[config.mk]
export PLATFORM = sky130hd
export DESIGN_NAME = conv_cycle_seq
export DESIGN_NICKNAME = d
export VERILOG_FILES = /design/src/rtl/conv_seq_pkg.sv /design/src/rtl/cs_mod_counter.sv /design/src/rtl/cs_filter_hist.sv /design/src/rtl/cs_valid_track.sv /design/src/rtl/conv_cycle_seq.sv
export SDC_FILE = /design/constraint.sdc
export NUM_CORES = 1
export LEC_CHECK = 0
export ABC_AREA = 1
export BUFFER_PORTS_ARGS = -buffer_cell sky130_fd_sc_hd__buf_4
export CORE_MARGIN = 2
export CORE_UTILIZATION = 55
export DETAILED_ROUTE_END_ITERATION = 7
export PLACE_DENSITY = 0.81
export SETUP_SLACK_MARGIN = 0.5
export SLEW_MARGIN = 0
export SYNTH_ARGS = -nofsm -noshare
export SYNTH_HDL_FRONTEND = slang
export SYNTH_HIERARCHICAL = 1
export SYNTH_SLANG_ARGS = --single-unit
[constraint.sdc]
create_clock -name clk -period 2.7 [get_ports clk]
set_input_delay 0.27 -clock clk [delete_from_list [all_inputs] [get_ports clk]]
set_output_delay 0.27 -clock clk [all_outputs]
set_load 0.1 [all_outputs]
[src/rtl/conv_seq_pkg.sv]
package conv_seq_pkg;

    typedef enum logic [1:0] {
        S_COUNT  = 2'd0,
        S_HOLD   = 2'd1,
        S_COMMIT = 2'd2
    } seq_state_e;

endpackage

[src/rtl/cs_mod_counter.sv]
module cs_mod_counter #(
    parameter int CNT_TERM = 15,
    parameter int IN_W     = 4,
    parameter int CNT_W    = 4,
    parameter int PART_W   = 8
) (
    input  logic              clk,
    input  logic              rst_n,
    input  logic              sync_req,
    input  logic [IN_W-1:0]   mod_in,
    output logic              end_evt,
    output logic [PART_W-1:0] part_q
);

    localparam logic [CNT_W-1:0] TERM_V = CNT_W'(CNT_TERM);

    logic [CNT_W-1:0]  cnt_q;
    logic [PART_W-1:0] acc_q;
    logic [PART_W-1:0] sample_ext;
    logic              at_term;

    assign sample_ext = PART_W'(mod_in);
    assign at_term    = (cnt_q == TERM_V);
    assign end_evt    = at_term && !sync_req;

    always_ff @(posedge clk) begin
        if (!rst_n) begin
            cnt_q  <= '0;
            acc_q  <= '0;
            part_q <= '0;
        end else if (sync_req) begin
            cnt_q <= '0;
            acc_q <= '0;
        end else if (at_term) begin
            cnt_q  <= '0;
            acc_q  <= '0;
            part_q <= acc_q + sample_ext;
        end else begin
            cnt_q <= cnt_q + 1'b1;
            acc_q <= acc_q + sample_ext;
        end
    end

    AST_SYNC_RESTART: assert property (@(posedge clk) disable iff (!rst_n)
        sync_req |=> (cnt_q == '0) && (acc_q == '0));

    AST_PERIOD_WRAP: assert property (@(posedge clk) disable iff (!rst_n)
        end_evt |=> (cnt_q == '0));

endmodule

[src/rtl/cs_filter_hist.sv]
module cs_filter_hist #(
    parameter int PART_W = 8,
    parameter int HIST_N = 2,
    parameter int RES_W  = 10
) (
    input  logic              clk,
    input  logic              rst_n,
    input  logic              commit,
    input  logic [PART_W-1:0] part_q,
    output logic [RES_W-1:0]  data_q
);

    logic [PART_W-1:0] hist_q [HIST_N];
    logic [RES_W-1:0]  sum_chain [HIST_N+1];

    assign sum_chain[0] = RES_W'(part_q);

    for (genvar g = 0; g < HIST_N; g++) begin : g_hist
        assign sum_chain[g+1] = sum_chain[g] + RES_W'(hist_q[g]);

        if (g == 0) begin : g_head
            always_ff @(posedge clk) begin
                if (!rst_n)
                    hist_q[g] <= '0;
                else if (commit)
                    hist_q[g] <= part_q;
            end
        end else begin : g_tail
            always_ff @(posedge clk) begin
                if (!rst_n)
                    hist_q[g] <= '0;
                else if (commit)
                    hist_q[g] <= hist_q[g-1];
            end
        end
    end

    always_ff @(posedge clk) begin
        if (!rst_n)
            data_q <= '0;
        else if (commit)
            data_q <= sum_chain[HIST_N];
    end

endmodule

[src/rtl/cs_valid_track.sv]
module cs_valid_track #(
    parameter int HIST_N = 2
) (
    input  logic clk,
    input  logic rst_n,
    input  logic commit,
    input  logic sync_req,
    input  logic chan_change,
    output logic data_ok
);

    localparam int REM_INIT = HIST_N + 2;
    localparam int REM_SYNC = HIST_N + 1;
    localparam int REM_W    = $clog2(REM_INIT + 1);
    localparam logic [REM_W-1:0] REM_INIT_V = REM_W'(REM_INIT);
    localparam logic [REM_W-1:0] REM_SYNC_V = REM_W'(REM_SYNC);

    logic [REM_W-1:0] rem_q;
    logic [REM_W-1:0] rem_dec;
    logic [REM_W-1:0] rem_nxt;

    always_comb begin
        rem_dec = rem_q;
        if (commit && (rem_q != '0))
            rem_dec = rem_q - 1'b1;
        if (chan_change)
            rem_nxt = sync_req ? REM_SYNC_V : REM_INIT_V;
        else if (sync_req && (rem_dec > REM_SYNC_V))
            rem_nxt = REM_SYNC_V;
        else
            rem_nxt = rem_dec;
    end

    always_ff @(posedge clk) begin
        if (!rst_n)
            rem_q <= REM_INIT_V;
        else
            rem_q <= rem_nxt;
    end

    assign data_ok = (rem_q == '0);

    AST_CHG_DROPS_OK: assert property (@(posedge clk) disable iff (!rst_n)
        chan_change |=> !data_ok);

    AST_SYNC_CAPS_WAIT: assert property (@(posedge clk) disable iff (!rst_n)
        (sync_req && !chan_change) |=> (rem_q <= REM_SYNC_V));

    AST_CHG_WINS: assert property (@(posedge clk) disable iff (!rst_n)
        (chan_change && !sync_req) |=> (rem_q == REM_INIT_V));

endmodule

[src/rtl/conv_cycle_seq.sv]
module conv_cycle_seq
    import conv_seq_pkg::*;
#(
    parameter int CNT_TERM = 15,
    parameter int IN_W     = 4,
    parameter int HIST_N   = 2,
    localparam int CNT_W   = $clog2(CNT_TERM + 1),
    localparam int PART_W  = IN_W + CNT_W,
    localparam int RES_W   = PART_W + $clog2(HIST_N + 1)
) (
    input  logic             clk,
    input  logic             rst_n,
    input  logic [IN_W-1:0]  mod_in,
    input  logic             sync_pin,
    input  logic             sync_cmd,
    input  logic             chan_change,
    output logic [RES_W-1:0] data_out,
    output logic             upd_busy,
    output logic             data_ok
);

    seq_state_e        state_q;
    seq_state_e        state_nxt;
    logic              sync_any;
    logic              end_evt;
    logic              commit;
    logic [PART_W-1:0] part_q;

    assign sync_any = sync_pin | sync_cmd;

    cs_mod_counter #(
        .CNT_TERM (CNT_TERM),
        .IN_W     (IN_W),
        .CNT_W    (CNT_W),
        .PART_W   (PART_W)
    ) u_count (
        .clk      (clk),
        .rst_n    (rst_n),
        .sync_req (sync_any),
        .mod_in   (mod_in),
        .end_evt  (end_evt),
        .part_q   (part_q)
    );

    // Next-state logic
    always_comb begin
        state_nxt = state_q;
        unique case (state_q)
            S_COUNT:  if (end_evt) state_nxt = S_HOLD;
            S_HOLD:   state_nxt = S_COMMIT;
            S_COMMIT: state_nxt = S_COUNT;
            default:  state_nxt = S_COUNT;
        endcase
    end

    // State register
    always_ff @(posedge clk) begin
        if (!rst_n)
            state_q <= S_COUNT;
        else
            state_q <= state_nxt;
    end

    // Outputs of the sequencer
    always_comb begin
        upd_busy = 1'b0;
        commit   = 1'b0;
        unique case (state_q)
            S_COUNT:  upd_busy = 1'b0;
            S_HOLD: begin
                upd_busy = 1'b1;
                commit   = 1'b1;
            end
            S_COMMIT: upd_busy = 1'b1;
            default:  upd_busy = 1'b0;
        endcase
    end

    cs_filter_hist #(
        .PART_W (PART_W),
        .HIST_N (HIST_N),
        .RES_W  (RES_W)
    ) u_hist (
        .clk    (clk),
        .rst_n  (rst_n),
        .commit (commit),
        .part_q (part_q),
        .data_q (data_out)
    );

    cs_valid_track #(
        .HIST_N (HIST_N)
    ) u_valid (
        .clk         (clk),
        .rst_n       (rst_n),
        .commit      (commit),
        .sync_req    (sync_any),
        .chan_change (chan_change),
        .data_ok     (data_ok)
    );

    AST_DATA_UNDER_BUSY: assert property (@(posedge clk) disable iff (!rst_n)
        !$stable(data_out) |-> upd_busy);

    AST_HOLD_TO_COMMIT: assert property (@(posedge clk) disable iff (!rst_n)
        (state_q == S_HOLD) |=> (state_q == S_COMMIT));

    AST_SYNC_AT_END_NO_OUT: assert property (@(posedge clk) disable iff (!rst_n)
        (sync_any && state_q == S_COUNT) |=> (state_q == S_COUNT));

endmodule

==> report_table.html, run 1 <==
<table>
<tr><th>Metric</th><th>Value</th></tr>
<tr><th colspan="2">CTS</th></tr>
<tr><td>Clk sink count</td><td>51</td></tr>
<tr><td>Latest clock arrival within the worst-skew pair</td><td>0.29 ns</td></tr>
<tr><td>CTS tree</td><td>built</td></tr>
<tr><td>Clock transition at the register clock pins on the worst setup and hold paths after CTS</td><td>0.09 ns</td></tr>
<tr><td>CTS HTree Levels</td><td>2</td></tr>
<tr><td>Clock tree root buffer cell</td><td>clkbuf_8</td></tr>
<tr><td>Number of clock buffers inserted by TritonCTS</td><td>5</td></tr>
<tr><td>Maximum root-to-sink buffer count</td><td>2</td></tr>
<tr><td>Post-CTS Setup Repair Bufs</td><td>0</td></tr>
<tr><th colspan="2">Detailed routing</th></tr>
<tr><td>Detail-routed via count per cell</td><td>4.79</td></tr>
<tr><td>Starting DRC count in detailed routing</td><td>60</td></tr>
<tr><td>Number of detailed-route iterations in the first pass</td><td>4</td></tr>
<tr><td>Final routed wire length divided by cell count</td><td>10.8 µm</td></tr>
<tr><td>Via total after detailed routing</td><td>2027</td></tr>
<tr><td>Wire length after detailed routing</td><td>4580 µm</td></tr>
<tr><td>Post-route antenna net violation count</td><td>0</td></tr>
<tr><td>DRC viols</td><td>0</td></tr>
<tr><th colspan="2">Job</th></tr>
<tr><td>Maximum Capacitance Violations</td><td>0</td></tr>
<tr><th colspan="2">Final layout</th></tr>
<tr><td>Layout cell share with drive strength beyond 1</td><td>15.2%</td></tr>
<tr><td>P&amp;R area growth vs syn</td><td>11.8%</td></tr>
<tr><td>Antenna diode instance count</td><td>0</td></tr>
<tr><td>Nets</td><td>391</td></tr>
<tr><td>Post-route standard cell area excluding fillers</td><td>3070 µm²</td></tr>
<tr><th colspan="2">Setup path</th></tr>
<tr><td>Worst path arrival time</td><td>2.20 ns</td></tr>
<tr><td>Maximum fanout encountered on the critical timing path</td><td>4</td></tr>
<tr><td>CP required</td><td>2.90 ns</td></tr>
<tr><td>Category of the most critical setup path</td><td>reg2reg</td></tr>
<tr><td>Endpoint type of the worst setup path</td><td>register</td></tr>
<tr><td>Crit start category</td><td>register</td></tr>
<tr><th colspan="2">Floorplan</th></tr>
<tr><td>Area of the core</td><td>4750 µm²</td></tr>
<tr><td>Die footprint</td><td>5570 µm²</td></tr>
<tr><td>Effective utilization at floorplan</td><td>57.8%</td></tr>
<tr><td>Ports placed on the boundary</td><td>21</td></tr>
<tr><td>DIE WIDTH</td><td>74.7 µm</td></tr>
<tr><td>Die Span Y</td><td>74.7 µm</td></tr>
<tr><td>Cell Rows</td><td>25</td></tr>
<tr><th colspan="2">Place</th></tr>
<tr><td>Gp weighted congestion</td><td>0.849</td></tr>
<tr><td>Cell Area, Placed</td><td>2960 µm²</td></tr>
<tr><td>Port buffer count</td><td>20</td></tr>
<tr><td>Placement Setup Slack</td><td>0.606 ns</td></tr>
<tr><td>Estimated wirelength of the detail-placed design</td><td>3460 µm</td></tr>
<tr><th colspan="2">Power and ir drop</th></tr>
<tr><td>Leakage power summed over all cells</td><td>1.46 nW</td></tr>
<tr><td>Power density cells</td><td>803 nW/µm²</td></tr>
<tr><td>Worst IR drop on VDD</td><td>711 µV</td></tr>
<tr><td>Total Power</td><td>2.47 mW</td></tr>
<tr><th colspan="2">Global routing</th></tr>
<tr><td>Number of antenna violations at the first check in global routing</td><td>0</td></tr>
<tr><td>Overall track demand over capacity in global routing</td><td>18.0%</td></tr>
<tr><td>Total global routing overflow</td><td>0</td></tr>
<tr><td>Pin count of the biggest net entering global routing</td><td>23</td></tr>
<tr><td>Via count of the first global-routing pass</td><td>1900</td></tr>
<tr><td>First-pass GRT wire length</td><td>7820 µm</td></tr>
<tr><th colspan="2">Synthesis</th></tr>
<tr><td>Yosys warning count</td><td>6</td></tr>
<tr><td>Total standard cell area after synthesis</td><td>2750 µm²</td></tr>
<tr><td>Number of nets produced by synthesis</td><td>366</td></tr>
<tr><td>Post-synthesis cell type count</td><td>29</td></tr>
<tr><td>Synth Register Bits</td><td>51</td></tr>
<tr><td>Share of synthesized area occupied by flip-flops and latches</td><td>43.0%</td></tr>
<tr><td>Synthesized area per cell</td><td>8.32 µm²</td></tr>
<tr><td>Synthesized instance count</td><td>330</td></tr>
<tr><th colspan="2">Timing</th></tr>
<tr><td>Number of endpoints with negative hold slack in the final report</td><td>0</td></tr>
<tr><td>Setup repair after global routing missed its margin</td><td>no</td></tr>
<tr><td>Pins over their slew limit</td><td>0</td></tr>
<tr><td>Setup WS post-layout</td><td>0.702 ns</td></tr>
<tr><td>Clock skew</td><td>0.00683 ns</td></tr>
<tr><td>Worst slew slack as a fraction of its limit</td><td>60.7%</td></tr>
<tr><td>Final worst hold slack</td><td>0.224 ns</td></tr>
<tr><td>Final-layout setup total negative slack</td><td>0 ns</td></tr>
<tr><td>Final setup viols</td><td>0</td></tr>
<tr><td>Fmax</td><td>0.500 GHz</td></tr>
<tr><td>Fraction of the cycle the final worst path needs</td><td>74.0%</td></tr>
<tr><td>Worst Tran Pin Value</td><td>0.588 ns</td></tr>
<tr><td>Final critical delay including setup and external delays</td><td>2.00 ns</td></tr>
<tr><th colspan="2">Min path</th></tr>
<tr><td>Min-Delay Path Class</td><td>in2reg</td></tr>
<tr><th colspan="2">Status</th></tr>
<tr><td>Outcome</td><td>complete, no violations</td></tr>
</table>
-- cell families (layout without fill, tap and decap cells) --
family          count (synthesis)  after routing  share of synthesized area (%)
compound gates                 25             25                           5.47
simple gates                  157            157                           25.7
buf+inv                        67             93                           9.79
flops                          51             51                           43.0
fa+ha+maj                      27             27                           15.0
xor+xnor                        3              3                          0.957
-- worst paths after layout --
path	slack, ns	to	cells past startpoint	startpoint
worst min register to register	0.45	u_hist/data_q[5]$_SDFFE_PN0P_	2	u_hist/data_q[5]$_SDFFE_PN0P_
worst max register to register	0.70	u_hist/data_q[5]$_SDFFE_PN0P_	9	u_hist/hist_q[1][1]$_SDFFCE_PN0P_
worst min-delay path	0.22	u_valid/rem_q[2]$_SDFF_PN1_	2	rst_n
worst max-delay path	0.70	u_hist/data_q[5]$_SDFFE_PN0P_	9	u_hist/hist_q[1][1]$_SDFFCE_PN0P_
-- flip-flops by register name (all words and copies together), names as in the netlist --
| signal | count |
|---|---|
| state_q | 2 |
| u_valid/rem_q | 3 |
| u_count/cnt_q | 4 |
| u_hist/data_q | 10 |
| u_hist/hist_q | 16 |
| u_count/part_q | 8 |
| u_count/acc_q | 8 |
-- metal layers --
metal,wire [µm],GRT usage [%]
met1,2210,23.0
met4,22,5.95
met5,0,0
met3,141,3.21
met2,2200,31.2
-- worst max-delay path, cell delays in order (launching register included) --
cell,delay (ns)
edfxtp_1,0.41
fa_1,0.47
ha_2,0.21
fa_2,0.34
nand2_2,0.10
nand2_4,0.08
a21oi_2,0.13
nor2_1,0.05
nand2_1,0.07
nand2_1,0.04
-- synthesized netlist by cell type (all sizes together) --
cell type,count,area (µm²)
fa,10,200
nand2,68,270
nor2,54,220
edfxtp,16,480
ha,17,213
a22o,2,17.5
o21ai,6,30.0
dfxtp,35,701
nand3,26,140
a211oi,1,12.5
buf,4,32.5
or2,4,27.5
a21oi,15,82.6
xnor2,3,26.3
nand4,1,6.26
nand3b,4,42.5
o211ai,1,7.51
inv,63,236
-- layout by cell type (no fill, tap or decap), types with 3 or more instances in the layout --
master     n
a21oi_1   12
o21ai_0    5
nand3_1   24
nand2_2    6
dfxtp_1   35
a21oi_2    3
clkbuf_8   6
nor2_1    49
fa_1       9
buf_4     22
xnor2_1    3
nand2_1   61
nor2_2     4
nand3b_1   3
edfxtp_1  16
inv_1     62
ha_1      16
-- power breakdown --
group          total (mW)  leakage (nW)  switching [mW]  internal [mW]
Combinational        1.06         0.955           0.761          0.297
Clock               0.448        0.0482           0.241          0.207
Sequential          0.960         0.454          0.0500          0.910
Total                2.47          1.46            1.05           1.41
-- per-stage QoR --
stage | std cells | utilization, %
global route | 423 | 64.6
global placement | 415 | 62.3
detailed placement | 415 | 62.3
CTS | 423 | 64.2
floorplan | 330 | -
finish | 423 | 64.6
-- area by class of cell --
class                      instances  area (µm²)
tap                               67        83.8
clock inverter                     1        5.00
inverter                          63         236
clock buffer                       7        86.3
multi-input combinational        212        1310
timing repair buffer              22         165
fill                             398        1680
sequential                        51        1180
-- repair_timing --
action | 4_1_cts | 5_1_grt
resized for setup | 0 | 5
endpoints found under the setup margin | 0 | 3
hold buffers | 0 | 0
Power figures use the tool's default switching activity.
==> run 2, diff against run 1 <==
--- a/config.mk
+++ b/config.mk
@@ -8,9 +8,9 @@
 export ABC_AREA = 1
 export BUFFER_PORTS_ARGS = -buffer_cell sky130_fd_sc_hd__buf_4
 export CORE_MARGIN = 2
-export CORE_UTILIZATION = 55
+export CORE_UTILIZATION = 54
 export DETAILED_ROUTE_END_ITERATION = 7
-export PLACE_DENSITY = 0.81
+export PLACE_DENSITY = 0.83
 export SETUP_SLACK_MARGIN = 0.5
 export SLEW_MARGIN = 0
 export SYNTH_ARGS = -nofsm -noshare
==> constraint.sdc (replaced) <==
create_clock -name clk -period 1.7 [get_ports clk]
set_input_delay 0.17 -clock clk [delete_from_list [all_inputs] [get_ports clk]]
set_output_delay 0.17 -clock clk [all_outputs]
set_load 0.1 [all_outputs]
==> run 2 against run 1 <==
Compared with the run above: the run now ends with setup timing left; global-route usage increased by 4.8 points; clock power rose by 61%; first-iteration DRC count increased by 87%; die area grew 1.7%; flip-flop and latch count did not move; worst hold slack got worse by 0.081 ns; fmax shrank 0.34%; clock-buffer cell count fell by 1; final cell count up 6.9%; sequential share of layout area shrank 7.3 points; non-clock buffer count up 29; critical path depth unchanged.
==> report_table.html, run 2 (same netlist as run 1, synthesis figures left out) <==
<table>
<tr><th>Metric</th><th>Value</th></tr>
<tr><th colspan="2">Status</th></tr>
<tr><td>Outcome</td><td>complete, but fails checks</td></tr>
<tr><td>Failing checks</td><td>setup timing</td></tr>
<tr><th colspan="2">Setup path</th></tr>
<tr><td>Worst path arrival time</td><td>2.22 ns</td></tr>
<tr><td>Register-to-Register Path Depth</td><td>9</td></tr>
<tr><td>Worst Setup SP</td><td>u_hist/hist_q[0][1]$_SDFFCE_PN0P_</td></tr>
<tr><td>Reg-to-reg endpoint</td><td>u_hist/data_q[9]$_SDFFE_PN0P_</td></tr>
<tr><td>Endpoint type of the worst setup path</td><td>register</td></tr>
<tr><td>Worst-case register-to-register setup slack</td><td>-0.30 ns</td></tr>
<tr><td>CP required</td><td>1.91 ns</td></tr>
<tr><td>Crit start category</td><td>register</td></tr>
<tr><td>RR Startpoint</td><td>u_hist/hist_q[0][1]$_SDFFCE_PN0P_</td></tr>
<tr><td>Maximum fanout encountered on the critical timing path</td><td>4</td></tr>
<tr><td>Category of the most critical setup path</td><td>reg2reg</td></tr>
<tr><th colspan="2">Final layout</th></tr>
<tr><td>Nets</td><td>420</td></tr>
<tr><td>Number of flip-flops under the largest register name</td><td>16</td></tr>
<tr><td>Post-route standard cell area excluding fillers</td><td>3850 µm²</td></tr>
<tr><td>Largest regs</td><td>u_hist/hist_q: 16 flops, u_hist/data_q: 10 flops</td></tr>
<tr><td>Most frequent cells in the layout</td><td>50 x inv_1, 45 x nand2_1, 41 x nor2_1, 41 x buf_4, 24 x dfxtp_1</td></tr>
<tr><td>Leading cell type in the layout, fill and taps excluded</td><td>inv_1</td></tr>
<tr><td>Layout cell share with drive strength beyond 1</td><td>44.4%</td></tr>
<tr><td>P&amp;R area growth vs syn</td><td>40.1%</td></tr>
<tr><td>Antenna diode instance count</td><td>0</td></tr>
<tr><td>Largest Register</td><td>u_hist/hist_q</td></tr>
<tr><th colspan="2">Floorplan</th></tr>
<tr><td>Effective utilization at floorplan</td><td>57.0%</td></tr>
<tr><td>Die Span Y</td><td>75.3 µm</td></tr>
<tr><td>Die footprint</td><td>5670 µm²</td></tr>
<tr><td>DIE WIDTH</td><td>75.3 µm</td></tr>
<tr><td>Area of the core</td><td>4820 µm²</td></tr>
<tr><td>Ports placed on the boundary</td><td>21</td></tr>
<tr><td>Cell Rows</td><td>25</td></tr>
<tr><th colspan="2">CTS</th></tr>
<tr><td>CTS HTree Levels</td><td>2</td></tr>
<tr><td>Clock transition at the register clock pins on the worst setup and hold paths after CTS</td><td>0.10 ns</td></tr>
<tr><td>Maximum root-to-sink buffer count</td><td>2</td></tr>
<tr><td>Latest clock arrival within the worst-skew pair</td><td>0.31 ns</td></tr>
<tr><td>Number of clock buffers inserted by TritonCTS</td><td>5</td></tr>
<tr><td>Clk sink count</td><td>51</td></tr>
<tr><td>CTS tree</td><td>built</td></tr>
<tr><td>Clock tree root buffer cell</td><td>clkbuf_8</td></tr>
<tr><th colspan="2">Global routing</th></tr>
<tr><td>Total global routing overflow</td><td>0</td></tr>
<tr><td>Global-route track usage on met3</td><td>5.16%</td></tr>
<tr><td>Via count of the first global-routing pass</td><td>2208</td></tr>
<tr><td>First-pass GRT wire length</td><td>9650 µm</td></tr>
<tr><td>Met1 capacity usage during global routing</td><td>27.2%</td></tr>
<tr><td>Number of antenna violations at the first check in global routing</td><td>0</td></tr>
<tr><td>Layer with the highest usage after global routing</td><td>met2</td></tr>
<tr><td>Overall track demand over capacity in global routing</td><td>22.8%</td></tr>
<tr><td>Global routing usage on met2</td><td>40.1%</td></tr>
<tr><td>Pin count of the biggest net entering global routing</td><td>17</td></tr>
<tr><th colspan="2">Min path</th></tr>
<tr><td>Worst Hold Path EP</td><td>u_valid/rem_q[2]$_SDFF_PN1_</td></tr>
<tr><td>Number of cells on the worst hold path</td><td>2</td></tr>
<tr><td>Min-Delay Path Class</td><td>in2reg</td></tr>
<tr><td>Startpoint of the worst hold path</td><td>rst_n</td></tr>
<tr><th colspan="2">Timing</th></tr>
<tr><td>Setup repair after global routing missed its margin</td><td>yes</td></tr>
<tr><td>Clock skew</td><td>0.00601 ns</td></tr>
<tr><td>Final worst hold slack</td><td>0.143 ns</td></tr>
<tr><td>Worst slew slack as a fraction of its limit</td><td>82.0%</td></tr>
<tr><td>Fmax</td><td>0.499 GHz</td></tr>
<tr><td>Pins over their slew limit</td><td>0</td></tr>
<tr><td>Final critical delay including setup and external delays</td><td>2.00 ns</td></tr>
<tr><td>Setup WS post-layout</td><td>-0.305 ns</td></tr>
<tr><td>Fraction of the cycle the final worst path needs</td><td>118%</td></tr>
<tr><td>Final setup viols</td><td>8</td></tr>
<tr><td>Worst Tran Pin Value</td><td>0.269 ns</td></tr>
<tr><td>Number of endpoints with negative hold slack in the final report</td><td>0</td></tr>
<tr><th colspan="2">Detailed routing</th></tr>
<tr><td>Number of detailed-route iterations in the first pass</td><td>4</td></tr>
<tr><td>Via total after detailed routing</td><td>2291</td></tr>
<tr><td>Starting DRC count in detailed routing</td><td>112</td></tr>
<tr><td>Wire length after detailed routing</td><td>6520 µm</td></tr>
<tr><td>Final routed wire length divided by cell count</td><td>14.4 µm</td></tr>
<tr><td>DRC viols</td><td>0</td></tr>
<tr><td>Post-route antenna net violation count</td><td>0</td></tr>
<tr><td>Detail-routed via count per cell</td><td>5.07</td></tr>
<tr><th colspan="2">Place</th></tr>
<tr><td>Placement Setup Slack</td><td>-0.281 ns</td></tr>
<tr><td>Estimated wirelength of the detail-placed design</td><td>3600 µm</td></tr>
<tr><td>Gp weighted congestion</td><td>0.817</td></tr>
<tr><td>Cell Area, Placed</td><td>3180 µm²</td></tr>
<tr><td>Port buffer count</td><td>20</td></tr>
<tr><th colspan="2">Power and ir drop</th></tr>
<tr><td>Leakage power summed over all cells</td><td>1.68 nW</td></tr>
<tr><td>Worst IR drop on VDD</td><td>626 µV</td></tr>
<tr><td>Power density cells</td><td>1230 nW/µm²</td></tr>
<tr><td>Total Power</td><td>4.73 mW</td></tr>
<tr><th colspan="2">Job</th></tr>
<tr><td>Maximum Capacitance Violations</td><td>0</td></tr>
</table>
run 2: cell types whose count changed in the layout (fill, tap and decap cells not counted), sizes merged:
cell,change
clkinv,-1
clkinvlp,+2
buf,+28
run 2: area by class of cell:
type | count | area (µm²)
multi-input combinational | 212 | 1750
fill | 278 | 970
inverter | 63 | 250
clock buffer | 6 | 72.6
timing repair buffer | 51 | 473
tap | 67 | 83.8
clock inverter | 2 | 16.3
sequential | 51 | 1200
run 2: critical path, stage by stage (launching register included):
cell,delay (ns)
edfxtp_1,0.44
fa_1,0.46
ha_2,0.21
fa_2,0.35
nand2_2,0.09
nand2_4,0.07
nand3_1,0.10
nand2_1,0.06
nand2_1,0.08
a21oi_2,0.05
run 2: worst max-delay path by stage:
stage | depth (start not counted) | slack [ns] | to
after global routing | 9 | -0.36 | u_hist/data_q[7]$_SDFFE_PN0P_
after detailed placement | 9 | -0.28 | u_hist/data_q[5]$_SDFFE_PN0P_
after global placement | 9 | -0.23 | u_hist/data_q[5]$_SDFFE_PN0P_
after CTS | 9 | -0.25 | u_hist/data_q[7]$_SDFFE_PN0P_
final | 9 | -0.30 | u_hist/data_q[9]$_SDFFE_PN0P_
after floorplan | 9 | -0.19 | u_hist/data_q[7]$_SDFFE_PN0P_
run 2: metrics by stage:
step                      cells  TNS (ns)  util [%]
after CTS                   443     -1.33      74.9
after detailed placement    424     -1.42      66.1
final                       452     -1.80      79.9
after floorplan             330    -0.711         -
after global placement      424     -1.08      66.1
after global routing        452     -2.28      79.9
run 2: timing repair:
action                                  CTS  global route
gates resized for setup                  57            46
gates cloned                              0             1
setup buffers                            11             8
hold buffers                              0             0
endpoints found under the setup margin   61            67
pin swaps                                32            23
run 2: routing by layer:
metal | share of wire, % | vias to the layer above
li1 | - | 1134
met1 | 40 | 1060
met2 | 52 | 74
met3 | 5.1 | 23
met4 | 3.5 | 0
met5 | 0 | -
run 2: power by group:
group	leakage [nW]	internal, mW	switching, mW
Clock	0.0418	0.297	0.426
Combinational	1.18	0.901	1.54
Sequential	0.459	1.45	0.104
==> run 3, diff against run 2 <==
--- a/config.mk
+++ b/config.mk
@@ -7,8 +7,10 @@
 export LEC_CHECK = 0
 export ABC_AREA = 1
 export BUFFER_PORTS_ARGS = -buffer_cell sky130_fd_sc_hd__buf_4
+export CELL_PAD_IN_SITES_DETAIL_PLACEMENT = 0
+export CELL_PAD_IN_SITES_GLOBAL_PLACEMENT = 1
 export CORE_MARGIN = 2
-export CORE_UTILIZATION = 54
+export CORE_UTILIZATION = 41
 export DETAILED_ROUTE_END_ITERATION = 7
 export PLACE_DENSITY = 0.83
 export SETUP_SLACK_MARGIN = 0.5
==> run 3 against run 2 <==
Compared with the run above: critical endpoint is now u_hist/data_q[7]$_SDFFE_PN0P_; the run ends with DRC, setup timing left; largest cell class unchanged; first-iteration DRC count fell by 38%; critical path type unchanged; die area up 30%; setup slack better by 0.054 ns.
==> report_table.html, run 3 (same netlist as run 1, synthesis figures left out) <==
<table>
<tr><th>Metric</th><th>Value</th></tr>
<tr><th colspan="2">Status</th></tr>
<tr><td>Outcome</td><td>complete, but fails checks</td></tr>
<tr><td>Failing checks</td><td>DRC, setup timing</td></tr>
<tr><th colspan="2">Timing</th></tr>
<tr><td>Setup repair after global routing missed its margin</td><td>yes</td></tr>
<tr><td>Final critical delay including setup and external delays</td><td>1.95 ns</td></tr>
<tr><td>Setup WS post-layout</td><td>-0.251 ns</td></tr>
<tr><td>Worst slew slack as a fraction of its limit</td><td>80.4%</td></tr>
<tr><td>Number of endpoints with negative hold slack in the final report</td><td>0</td></tr>
<tr><td>Final-layout setup total negative slack</td><td>-1.33 ns</td></tr>
<tr><td>Clock skew</td><td>0.00546 ns</td></tr>
<tr><td>Fmax</td><td>0.513 GHz</td></tr>
<tr><td>Final setup viols</td><td>8</td></tr>
<tr><td>Worst Tran Pin Value</td><td>0.294 ns</td></tr>
<tr><td>Pins over their slew limit</td><td>0</td></tr>
<tr><td>Fraction of the cycle the final worst path needs</td><td>115%</td></tr>
<tr><th colspan="2">Detailed routing</th></tr>
<tr><td>Post-route antenna net violation count</td><td>0</td></tr>
<tr><td>Wire length after detailed routing</td><td>5500 µm</td></tr>
<tr><td>Detail-routed via count per cell</td><td>4.67</td></tr>
<tr><td>Starting DRC count in detailed routing</td><td>69</td></tr>
<tr><td>Number of detailed-route iterations in the first pass</td><td>6</td></tr>
<tr><td>Final routed wire length divided by cell count</td><td>11.9 µm</td></tr>
<tr><td>DRC viols</td><td>1</td></tr>
<tr><td>Via total after detailed routing</td><td>2159</td></tr>
<tr><th colspan="2">Global routing</th></tr>
<tr><td>Total global routing overflow</td><td>0</td></tr>
<tr><td>First-pass GRT wire length</td><td>8930 µm</td></tr>
<tr><td>Overall track demand over capacity in global routing</td><td>15.0%</td></tr>
<tr><td>Number of antenna violations at the first check in global routing</td><td>0</td></tr>
<tr><td>Pin count of the biggest net entering global routing</td><td>19</td></tr>
<tr><td>Via count of the first global-routing pass</td><td>2035</td></tr>
<tr><th colspan="2">Final layout</th></tr>
<tr><td>Layout cell share with drive strength beyond 1</td><td>41.6%</td></tr>
<tr><td>Number of flip-flops under the largest register name</td><td>16</td></tr>
<tr><td>Largest regs</td><td>u_hist/hist_q: 16 flops, u_hist/data_q: 10 flops</td></tr>
<tr><td>P&amp;R area growth vs syn</td><td>39.6%</td></tr>
<tr><td>Antenna diode instance count</td><td>0</td></tr>
<tr><td>Nets</td><td>420</td></tr>
<tr><td>Leading cell type in the layout, fill and taps excluded</td><td>inv_1</td></tr>
<tr><td>Most frequent cells in the layout</td><td>51 x inv_1, 48 x nand2_1, 45 x nor2_1</td></tr>
<tr><td>Finished Core Util</td><td>59.7%</td></tr>
<tr><td>Largest Register</td><td>u_hist/hist_q</td></tr>
<tr><th colspan="2">CTS</th></tr>
<tr><td>Clock transition at the register clock pins on the worst setup and hold paths after CTS</td><td>0.09 ns</td></tr>
<tr><td>Clock tree root buffer cell</td><td>clkbuf_8</td></tr>
<tr><td>CTS HTree Levels</td><td>2</td></tr>
<tr><td>Number of clock buffers inserted by TritonCTS</td><td>5</td></tr>
<tr><td>Maximum root-to-sink buffer count</td><td>2</td></tr>
<tr><td>CTS tree</td><td>built</td></tr>
<tr><td>Quantity of hold-fixing buffers added after cts</td><td>0</td></tr>
<tr><td>Latest clock arrival within the worst-skew pair</td><td>0.30 ns</td></tr>
<tr><td>Clk sink count</td><td>51</td></tr>
<tr><th colspan="2">Floorplan</th></tr>
<tr><td>Area of the core</td><td>6420 µm²</td></tr>
<tr><td>DIE WIDTH</td><td>85.8 µm</td></tr>
<tr><td>Effective utilization at floorplan</td><td>42.8%</td></tr>
<tr><td>Die footprint</td><td>7370 µm²</td></tr>
<tr><td>Ports placed on the boundary</td><td>21</td></tr>
<tr><td>Die Span Y</td><td>85.8 µm</td></tr>
<tr><td>Cell Rows</td><td>29</td></tr>
<tr><th colspan="2">Setup path</th></tr>
<tr><td>Endpoint type of the worst setup path</td><td>register</td></tr>
<tr><td>Combined buffer and inverter count along the critical path</td><td>0</td></tr>
<tr><td>Logic depth of the worst path, buffers included</td><td>9</td></tr>
<tr><td>RR Startpoint</td><td>u_hist/hist_q[0][1]$_SDFFCE_PN0P_</td></tr>
<tr><td>Crit-path max cell delay</td><td>0.45 ns</td></tr>
<tr><td>Category of the most critical setup path</td><td>reg2reg</td></tr>
<tr><td>CP required</td><td>1.91 ns</td></tr>
<tr><td>Worst-case register-to-register setup slack</td><td>-0.25 ns</td></tr>
<tr><td>Reg-to-reg endpoint</td><td>u_hist/data_q[7]$_SDFFE_PN0P_</td></tr>
<tr><td>Crit start category</td><td>register</td></tr>
<tr><td>Worst path cell trace</td><td>fa_1 -&gt; ha_2 -&gt; fa_2 -&gt; nand2_2 -&gt; nand2_4 -&gt; nand3b_4 -&gt; nand3_2 -&gt; nand3_2 -&gt; nand2_1</td></tr>
<tr><td>Register-to-Register Path Depth</td><td>9</td></tr>
<tr><td>Worst path arrival time</td><td>2.16 ns</td></tr>
<tr><td>Most common cell on crit path</td><td>nand3_2</td></tr>
<tr><td>Cell with the biggest individual delay on the critical path</td><td>fa_1</td></tr>
<tr><td>Cell class contributing the biggest share of worst-path delay</td><td>adder cells</td></tr>
<tr><td>Maximum fanout encountered on the critical timing path</td><td>4</td></tr>
<tr><th colspan="2">Min path</th></tr>
<tr><td>Startpoint of the worst hold path</td><td>rst_n</td></tr>
<tr><td>Min-Delay Path Class</td><td>in2reg</td></tr>
<tr><td>Worst Hold Path EP</td><td>u_valid/rem_q[2]$_SDFF_PN1_</td></tr>
<tr><td>Number of cells on the worst hold path</td><td>2</td></tr>
<tr><th colspan="2">Place</th></tr>
<tr><td>Placement Setup Slack</td><td>-0.274 ns</td></tr>
<tr><td>Port buffer count</td><td>20</td></tr>
<tr><td>Estimated wirelength of the detail-placed design</td><td>3610 µm</td></tr>
<tr><td>Gp weighted congestion</td><td>0.811</td></tr>
<tr><th colspan="2">Power and ir drop</th></tr>
<tr><td>Power density cells</td><td>1190 nW/µm²</td></tr>
<tr><td>Leakage power summed over all cells</td><td>1.68 nW</td></tr>
<tr><td>Worst IR drop on VDD</td><td>563 µV</td></tr>
<tr><th colspan="2">Job</th></tr>
<tr><td>Maximum Capacitance Violations</td><td>0</td></tr>
</table>
-- run 3: worst register-to-register path: stages (launching register included) --
cell and delay, ns:
edfxtp_1 0.42, fa_1 0.45, ha_2 0.19, fa_2 0.35, nand2_2 0.10, nand2_4 0.08
nand3b_4 0.09, nand3_2 0.07, nand3_2 0.07, nand2_1 0.04
-- run 3: final cells by class --
| cell class | count | area (µm²) |
|---|---|---|
| Timing Repair Buffer | 51 | 502 |
| Multi-Input combinational cell | 212 | 1690 |
| Clock inverter | 2 | 12.5 |
| Tap cell | 77 | 96.3 |
| Fill cell | 544 | 2590 |
| Clock buffer | 6 | 72.6 |
| Sequential cell | 51 | 1200 |
| Inverter | 63 | 260 |
-- run 3: report_power, final --
part | leakage (nW) | total (mW) | switching, mW | internal (mW)
clock network | 0.0428 | 0.683 | 0.394 | 0.289
registers | 0.459 | 1.55 | 0.0992 | 1.46
logic | 1.18 | 2.34 | 1.44 | 0.894
-- run 3: what timing repair did --
item,4_1_cts,5_1_grt
gates cloned,0,3
endpoints found under the hold margin,0,0
buffers inserted,10,5
gates resized for setup,54,31
pin swaps,27,26
setup endpoints to repair,62,49
-- run 3: through the flow --
stage | instances | instance area [µm²] | total power, mW | hold slack, ns
global placement | 436 | 3220 | 3.41 | 0.425
floorplan | 330 | 2900 | 3.06 | 0.239
detailed placement | 436 | 3220 | 3.44 | 0.428
global route | 462 | 3830 | 4.85 | 0.141
CTS | 454 | 3610 | 4.46 | 0.117
finish | 462 | 3830 | 4.58 | 0.144
-- run 3: worst max path at each step --
stage	slack, ns	endpoint	startpoint
5_1_grt	-0.38	u_hist/data_q[5]$_SDFFE_PN0P_	u_hist/hist_q[1][1]$_SDFFCE_PN0P_
3_5_place_dp	-0.27	u_hist/data_q[5]$_SDFFE_PN0P_	u_hist/hist_q[0][1]$_SDFFCE_PN0P_
6_report	-0.25	u_hist/data_q[7]$_SDFFE_PN0P_	u_hist/hist_q[0][1]$_SDFFCE_PN0P_
4_1_cts	-0.24	u_hist/data_q[7]$_SDFFE_PN0P_	u_hist/hist_q[1][1]$_SDFFCE_PN0P_
3_3_place_gp	-0.24	u_hist/data_q[5]$_SDFFE_PN0P_	u_hist/hist_q[0][1]$_SDFFCE_PN0P_
2_1_floorplan	-0.19	u_hist/data_q[7]$_SDFFE_PN0P_	u_hist/hist_q[0][1]$_SDFFCE_PN0P_
-- run 3: layer usage --
layer | up-vias | track usage [%] | share of wire, %
met2 | 27 | 25.9 | 49
li1 | 1133 | - | -
met4 | 0 | 3.75 | 0.73
met5 | - | 0 | 0
met1 | 995 | 19.3 | 47
met3 | 4 | 3.18 | 2.6
